$ cat src/rtl/fsfr_pkg.sv
package fsfr_pkg;
  localparam int unsigned DW = 8;

  // bit positions inside the flash control byte
  localparam int unsigned PWE_POS = 0;
  localparam int unsigned ARM_POS = 1;
  localparam int unsigned SEC_POS = 6;
  localparam int unsigned PRE_POS = 7;

  typedef struct packed {
    logic secure;
    logic arm;
    logic pwe;
  } fctl_state_t;
endpackage

$ cat src/rtl/fsfr_flash_ctl.sv
module fsfr_flash_ctl
  import fsfr_pkg::*;
#(
  parameter int unsigned W = DW
) (
  input  logic         clk,
  input  logic         rst_n,
  input  logic         wr_hit,
  input  logic [W-1:0] wdata,
  input  logic         gie,
  input  logic         byte_done,
  input  logic         erase_done,
  output fctl_state_t  st
);
  fctl_state_t st_q;

  always_ff @(posedge clk or negedge rst_n) begin
    if (!rst_n) begin
      st_q <= '0;
    end else begin
      // program-write enable: byte completion clears, gie inhibits writes
      if (byte_done)
        st_q.pwe <= 1'b0;
      else if (wr_hit && !gie)
        st_q.pwe <= wdata[PWE_POS];
      // erase arm: completion clears, any write reloads
      if (erase_done)
        st_q.arm <= 1'b0;
      else if (wr_hit)
        st_q.arm <= wdata[ARM_POS];
      // lock only accumulates ones
      if (wr_hit && wdata[SEC_POS])
        st_q.secure <= 1'b1;
    end
  end

  assign st = st_q;

  assert_pwe_autoclr_R2: assert property (@(posedge clk) disable iff (!rst_n)
    byte_done |=> !st.pwe);
  assert_pwe_inhibit_R3: assert property (@(posedge clk) disable iff (!rst_n)
    (wr_hit && gie && !byte_done) |=> (st.pwe == $past(st.pwe)));
  assert_arm_done_R4: assert property (@(posedge clk) disable iff (!rst_n)
    erase_done |=> !st.arm);
  assert_lock_sticky_R5: assert property (@(posedge clk) disable iff (!rst_n)
    st.secure |=> st.secure);
  assert_idle_hold_R10: assert property (@(posedge clk) disable iff (!rst_n)
    (!wr_hit && !byte_done && !erase_done) |=> $stable(st));
endmodule

$ cat src/rtl/fsfr_irq_flags.sv
module fsfr_irq_flags #(
  parameter int unsigned NF = 2
) (
  input  logic          clk,
  input  logic          rst_n,
  input  logic          wr_hit,
  input  logic [NF-1:0] keep_mask,
  input  logic [NF-1:0] set_evt,
  output logic [NF-1:0] flags
);
  for (genvar i = 0; i < NF; i++) begin : g_flag
    logic f_q;
    always_ff @(posedge clk or negedge rst_n) begin
      if (!rst_n)
        f_q <= 1'b0;
      else if (set_evt[i])
        f_q <= 1'b1;
      else if (wr_hit && !keep_mask[i])
        f_q <= 1'b0;
    end
    assign flags[i] = f_q;

    assert_flag_set_R7: assert property (@(posedge clk) disable iff (!rst_n)
      set_evt[i] |=> flags[i]);
    assert_flag_keep_R8: assert property (@(posedge clk) disable iff (!rst_n)
      (flags[i] && !(wr_hit && !keep_mask[i])) |=> flags[i]);
    assert_flag_noset_R8: assert property (@(posedge clk) disable iff (!rst_n)
      (!flags[i] && !set_evt[i]) |=> !flags[i]);
  end
endmodule

$ cat src/rtl/fsfr_read_mux.sv
module fsfr_read_mux
  import fsfr_pkg::*;
#(
  parameter int unsigned    W      = DW,
  parameter int unsigned    NF     = 2,
  parameter int unsigned    NIRQ   = 7,
  parameter logic [W-1:0]   A_FCTL = 8'hB2,
  parameter logic [W-1:0]   A_FLAG = 8'hE8,
  parameter logic [W-1:0]   A_IRQ  = 8'hF8
) (
  input  logic [W-1:0]    addr,
  input  fctl_state_t     st,
  input  logic            preboot,
  input  logic [NF-1:0]   flags,
  input  logic [NIRQ-1:0] ext_irq,
  output logic [W-1:0]    rdata
);
  always_comb begin
    rdata = '0;
    unique case (addr)
      A_FCTL: begin
        rdata[PWE_POS] = st.pwe;
        rdata[SEC_POS] = st.secure;
        rdata[PRE_POS] = preboot;
      end
      A_FLAG:  rdata[NF-1:0]   = flags;
      A_IRQ:   rdata[NIRQ-1:0] = ext_irq;
      default: rdata = '0;
    endcase
  end

  always_comb begin
    if (addr == A_FCTL) assert_arm_hidden_R4: assert (rdata[ARM_POS] == 1'b0);
  end
endmodule

$ cat src/rtl/flash_sfr_unit.sv
module flash_sfr_unit
  import fsfr_pkg::*;
#(
  parameter int unsigned    NIRQ   = 7,
  parameter logic [DW-1:0]  A_FCTL = 8'hB2,
  parameter logic [DW-1:0]  A_FLAG = 8'hE8,
  parameter logic [DW-1:0]  A_IRQ  = 8'hF8
) (
  input  logic            clk,
  input  logic            rst_n,
  input  logic [DW-1:0]   bus_addr,
  input  logic            bus_wr,
  input  logic [DW-1:0]   bus_wdata,
  output logic [DW-1:0]   bus_rdata,
  input  logic            gie,
  input  logic            preboot,
  input  logic            flash_byte_done,
  input  logic            erase_done,
  input  logic            xfer_evt,
  input  logic            tick_evt,
  input  logic [NIRQ-1:0] ext_irq,
  output logic            prog_sel,
  output logic            erase_arm,
  output logic            secure_lock,
  output logic [1:0]      irq_flags
);
  localparam int unsigned NF = 2;

  logic        wr_fctl, wr_flag;
  fctl_state_t st;
  logic [NF-1:0] flags;

  assign wr_fctl = bus_wr && (bus_addr == A_FCTL);
  assign wr_flag = bus_wr && (bus_addr == A_FLAG);

  fsfr_flash_ctl #(.W(DW)) u_fctl (
    .clk, .rst_n,
    .wr_hit(wr_fctl), .wdata(bus_wdata), .gie,
    .byte_done(flash_byte_done), .erase_done, .st
  );

  fsfr_irq_flags #(.NF(NF)) u_flags (
    .clk, .rst_n,
    .wr_hit(wr_flag), .keep_mask(bus_wdata[NF-1:0]),
    .set_evt({tick_evt, xfer_evt}), .flags
  );

  fsfr_read_mux #(.W(DW), .NF(NF), .NIRQ(NIRQ),
                  .A_FCTL(A_FCTL), .A_FLAG(A_FLAG), .A_IRQ(A_IRQ)) u_rmux (
    .addr(bus_addr), .st, .preboot, .flags, .ext_irq, .rdata(bus_rdata)
  );

  assign prog_sel    = st.pwe;
  assign erase_arm   = st.arm;
  assign secure_lock = st.secure;
  assign irq_flags   = flags;

  assert_sel_load_R1: assert property (@(posedge clk) disable iff (!rst_n)
    (wr_fctl && !gie && !flash_byte_done && bus_wdata[PWE_POS]) |=> prog_sel);
endmodule

$ cat config.mk
export PLATFORM = sky130hd
export DESIGN_NAME = flash_sfr_unit
export DESIGN_NICKNAME = d
export VERILOG_FILES = /design/src/rtl/fsfr_pkg.sv /design/src/rtl/fsfr_flash_ctl.sv /design/src/rtl/fsfr_irq_flags.sv /design/src/rtl/fsfr_read_mux.sv /design/src/rtl/flash_sfr_unit.sv
export SDC_FILE = /design/constraint.sdc
export NUM_CORES = 1
export LEC_CHECK = 0
export BUFFER_PORTS_ARGS = -buffer_cell sky130_fd_sc_hd__buf_2
export CAP_MARGIN = 20
export CELL_PAD_IN_SITES_DETAIL_PLACEMENT = 1
export CELL_PAD_IN_SITES_GLOBAL_PLACEMENT = 2
export CORE_AREA = 2 2 53 55
export DETAILED_ROUTE_END_ITERATION = 7
export DIE_AREA = 0 0 55 57
export PLACE_DENSITY_LB_ADDON = 0.1
export REMOVE_ABC_BUFFERS = 1
export SLEW_MARGIN = 10
export SYNTH_ARGS = -nofsm -noshare
export SYNTH_HDL_FRONTEND = slang
export SYNTH_SLANG_ARGS = --single-unit
export TNS_END_PERCENT = 30
$ cat constraint.sdc
create_clock -name clk -period 3.7 [get_ports clk]
set_input_delay 1.11 -clock clk [delete_from_list [all_inputs] [get_ports clk]]
set_output_delay 1.11 -clock clk [all_outputs]
set_load 0.005 [all_outputs]
# ---- After elaboration in Yosys (flattened, before gate mapping)
# Cells that the tools add are included.
dict set report totals {
  regBits 5
  latchBits 0
  mem_bits_rw 0
  rom_bits 0
  output_inout_bits 13
  wordCells 34
  mem_count 0
}
dict set report op_classes {
  n_addsub 0
  mul 0
  div_mod_pow 0
  order_cmp 0
  eq_ne 3
  n_shift 0
  mux 13
  bitwise 0
  n_reduce_logical 13
}
# operator n
set ops {}
lappend ops {{$eq A8 B8 Y1 const B} 3}
lappend ops {{$mux W1} 9}
lappend ops {{$reduce_bool A2 Y1} 4}
lappend ops {{$logic_and A1 B1 Y1} 6}
lappend ops {{$mux W4} 1}
lappend ops {{$pmux W1 S2} 2}
lappend ops {{$logic_not A1 Y1} 3}
lappend ops {{$pmux W1 S3} 1}

# ---- Logic depth before layout (Yosys ltp)
dict set report depth {
  word_depth 5
  mapped_depth 4
  ltp_nobuf 3
}

# ---- Cells and area by module
# A second synthesis with hierarchy kept.
dict set report unflattened {
  hier_cells 41
  area_unflattened_um2 406.6
}
# module n_inst cells_per_inst area_per_inst_um2 seq_area_each_um2
set by_module_without_submodules {}
lappend by_module_without_submodules {fsfr_flash_ctl 1 10 131.4 75.1}
lappend by_module_without_submodules {fsfr_read_mux 1 18 126.4 0.0}
lappend by_module_without_submodules {fsfr_irq_flags 1 8 92.6 50.0}
lappend by_module_without_submodules {flash_sfr_unit 1 5 56.3 0.0}

# ---- Least setup slack after synthesis
# Ideal clock, no wire load.
dict set report synth_timing {
  kind {input to output}
  startpoint {input port bus_addr[2]}
  endpoint {output port bus_rdata[2]}
  arrival_time_ns 1.792
  required_ns 2.590
  slack_ns 0.798
  path_stages 4
  n_path_buf 1
  path_cell_list {and4bb_1 buf_4 and3_1 and2_1}
}
dict set report synth_between {
  elab_chain_len 2
}
# element line
set synth_rtl {}
lappend synth_rtl {{start: declaration} flash_sfr_unit.sv:11} ;# input logic [DW-1:0] bus_addr,
lappend synth_rtl {{$eq A8 B8 Y1} fsfr_read_mux.sv:20} ;# unique case (addr)
lappend synth_rtl {{$mux W4} fsfr_read_mux.sv:20}
lappend synth_rtl {{end: declaration} flash_sfr_unit.sv:14} ;# output logic [DW-1:0] bus_rdata,
# Every way passes these cells.

# ---- Final worst setup path
dict set report layout_timing {
  startpoint {input port bus_addr[1]}
  endpoint {output port bus_rdata[3]}
}
# Same word-level chain as after synthesis.

==> summary.md <==
| Metric | Value |
|---|---|
| Commonest cells post-synth | `dfrtp_1 (5), and2_1 (4), nand2b_1 (4)` |
| Die Footprint | `3140 um2` |
| Synth warnings | `0` |
| CTS resizes | `0` |
| Via count | `463` |
| Mapped Avg Cell Area | `9.77 um2` |
| Final WL | `1290 um` |
| Worst setup SP type | `input port` |
| Slew headroom | `84.5%` |
| Non-Filler Instances | `112` |
| Register area | `125 um2` |
| Vias per cell | `4.13` |
| Flop pwr share | `38.7%` |
| Initial DRC Count | `1` |
| Hold depth | `1` |
| Buffers on Ports | `39` |
| CP endpoint kind | `output port` |
| Area of the multi-input gates | `246 um2` |
| WHS | `502 ps` |
| Vias in the first global route | `465` |
| DRC | `0` |
| Cts bufs inserted | `3` |
| Clock Sinks | `5` |
| Routed WL per cell | `11.5 um` |
| Max Cap Viol | `0` |
| EDFF count, synth | `0` |
| Fmax | `0.320 GHz` |
| Hold Path Sink | `u_flags.g_flag[1].f_q` |
| RSZ-0062 raised after global routing | `false` |
| R2R cell count | `1` |
| Antenna Cells | `0` |
| Max incr delay on CP | `330 ps` |
| CP delay by family, top | `simple AND/OR/NAND/NOR gates` |
| Gate power share | `17.6%` |
| Hold Crit Class | `reg -> reg` |
| Max Fanout on Critical Path | `6` |
| Core Region | `2620 um2` |
| Share of cells above drive strength 1 | `58.0%` |
| Post-Place Cells | `108` |
| Cell area after synthesis | `410 um2` |
| Worst Path Buf+Inv | `2` |
| Antenna-violating nets left | `0` |
| Slowest CP cell | `and3b_1` |
| CP dominant cell by count | `buf_2` |
| Initial cell density of the core | `15.7%` |
| Final period util | `84.5%` |
| CTS Buffer Depth | `2` |
| PwrDens | `226 nW/um2` |
| Overall Power | `0.145 mW` |
| Synth unique cells | `21` |
| Final Max Tran Viols | `0` |
| Clock period minus worst slack | `3130 ps` |
| Root Driver | `clkbuf_4` |
| Ranking of synthesized cells by area | `dfrtp_1 (30%), mux2i_1 (7.3%), and2_1 (6.1%), nand2b_1 (6.1%), a21o_1 (5.5%)` |
| Largest net degree at the start of global routing | `9` |
| Post-DP HPWL | `1110 um` |
| Cell taking the most area after synthesis | `dfrtp_1` |
| Stages on worst setup path | `5` |
| Area share of the largest cell type after synthesis | `30.5%` |
| Crit path cell chain | `buf_2, and3b_1, and3_1, and2_1, buf_2` |
| FF-to-FF End | `u_fctl.st[2]` |
| R2r startpoint | `u_fctl.st[2]` |
| CTS clk-pin slew, worst paths | `40 ps` |
| Design Area, Final | `639 um2` |
| Final nets | `114` |
| Final Util | `24.4%` |
| Remaining global-route overflow | `0` |
| First-pass GRT wire length | `1890 um` |
| Start point of the worst hold path | `u_flags.g_flag[1].f_q` |
| Ys flop type | `dfrtp_1` |
| Post-Synthesis Cells | `42` |
| CP Data Arrival Time | `2020 ps` |
| Num ports | `45` |
| H-Tree Level Count | `1` |
| R2R setup slack | `3030 ps` |
| Slew @ Worst Pin | `232 ps` |
| FILL cells | `326` |
| Dpl ws | `547 ps` |
| Setup violation total in the final timing report | `0` |
| Outcome | `complete, no violations` |
| Setup Skew | `0 ps` |
| Internal power | `0.111 mW` |
| Tot GR Track Use | `8.27%` |
| #FFs+latches synth | `5` |
| CP Class | `in -> out` |
| Clk_lat worst skew | `240 ps` |
| FP Rows | `19` |
| Setup TNS | `0 ps` |
| Worst ir drop on vdd | `0.109 mV` |
| Most frequent cell after synthesis | `dfrtp_1` |
| Synth async-reset ratio | `100%` |
| GPL Wtd Cong | `0.626` |
| Final worst setup slack | `573 ps` |
| Sw Ratio | `23.0%` |
| Area Overhead vs Synth | `55.8%` |
| Leak | `0.356 nW` |
| CTS tree | `yes` |
| DRT Pass-1 Iters | `2` |
| CP required | `2590 ps` |
| Post-synthesis sequential area ratio | `30.5%` |
| NetSw | `0.0333 mW` |
| Die W | `55 um` |
| DP Area | `613 um2` |
| CTS Hold Bufs | `0` |
| Initial antenna violation count | `0` |
| Clk pwr share | `43.7%` |
| Die Height | `57 um` |
| Post-CTS setup buffers | `0` |
| Final Hold Vio Count | `0` |
## registers in the layout, summed over array words and instances (netlist names)
register / flops
u_fctl.st: 3
u_flags.g_flag.f_q: 2
## kinds of logic after synthesis
| logic type | after synthesis | share of synthesized area, % |
|---|---|---|
| compound gates | 5 | 9.45 |
| buf+inv | 5 | 9.45 |
| flops | 5 | 30.5 |
| mux | 4 | 10.1 |
| simple gates | 23 | 40.5 |
## power groups by stage
stage,Combinational [mW],Sequential [mW],Clock [mW]
floorplan,0.00724,0.0567,0
global placement,0.0260,0.0568,0
detailed placement,0.0263,0.0568,0
CTS,0.0264,0.0560,0.0663
global route,0.0287,0.0559,0.0726
finish,0.0255,0.0560,0.0633
## worst max path at each step
stage,to,startpoint,slack [ps]
after floorplan,bus_rdata[2],bus_addr[2],760
after global placement,bus_rdata[4],bus_addr[1],550
after detailed placement,bus_rdata[3],bus_addr[1],550
after CTS,bus_rdata[3],bus_addr[1],550
after global routing,bus_rdata[3],bus_addr[1],480
final,bus_rdata[3],bus_addr[1],570
## final cells by class
type	count	share of cell area (%)
multi-input combinational	32	38.6
sequential	5	19.6
tap	31	6.07
clock buffer	4	4.11
timing repair buffer	40	31.7
## per-layer routing
layer	routed length (um)	up-vias	part of all wire, %	global-route usage, %
li1	-	226	-	-
met1	502	213	39	9.64
met2	636	24	49	13.4
met3	148	0	11	1.57
met4	0	0	0	5.23
met5	0	-	0	0
## cell usage in the layout (no fill, tap or decap)
cell	Yosys	routed
a22oi_1	1	1
mux2i_1	3	3
buf_2	1	39
and2_1	4	4
and3_4	1	1
a21o_1	3	3
nor2b_1	2	2
and3b_1	1	1
dfrtp_1	5	5
clkbuf_1	0	1
clkbuf_4	0	3
nand4b_2	1	1
and3_1	2	2
nor2_1	3	3
buf_4	3	1
nand4_1	2	2
and4bb_4	1	1
nand2b_1	4	4
nand2_1	1	1
mux2_2	1	1
and4bb_1	1	1
a32oi_1	1	1
(Power assumes the default switching activity.)
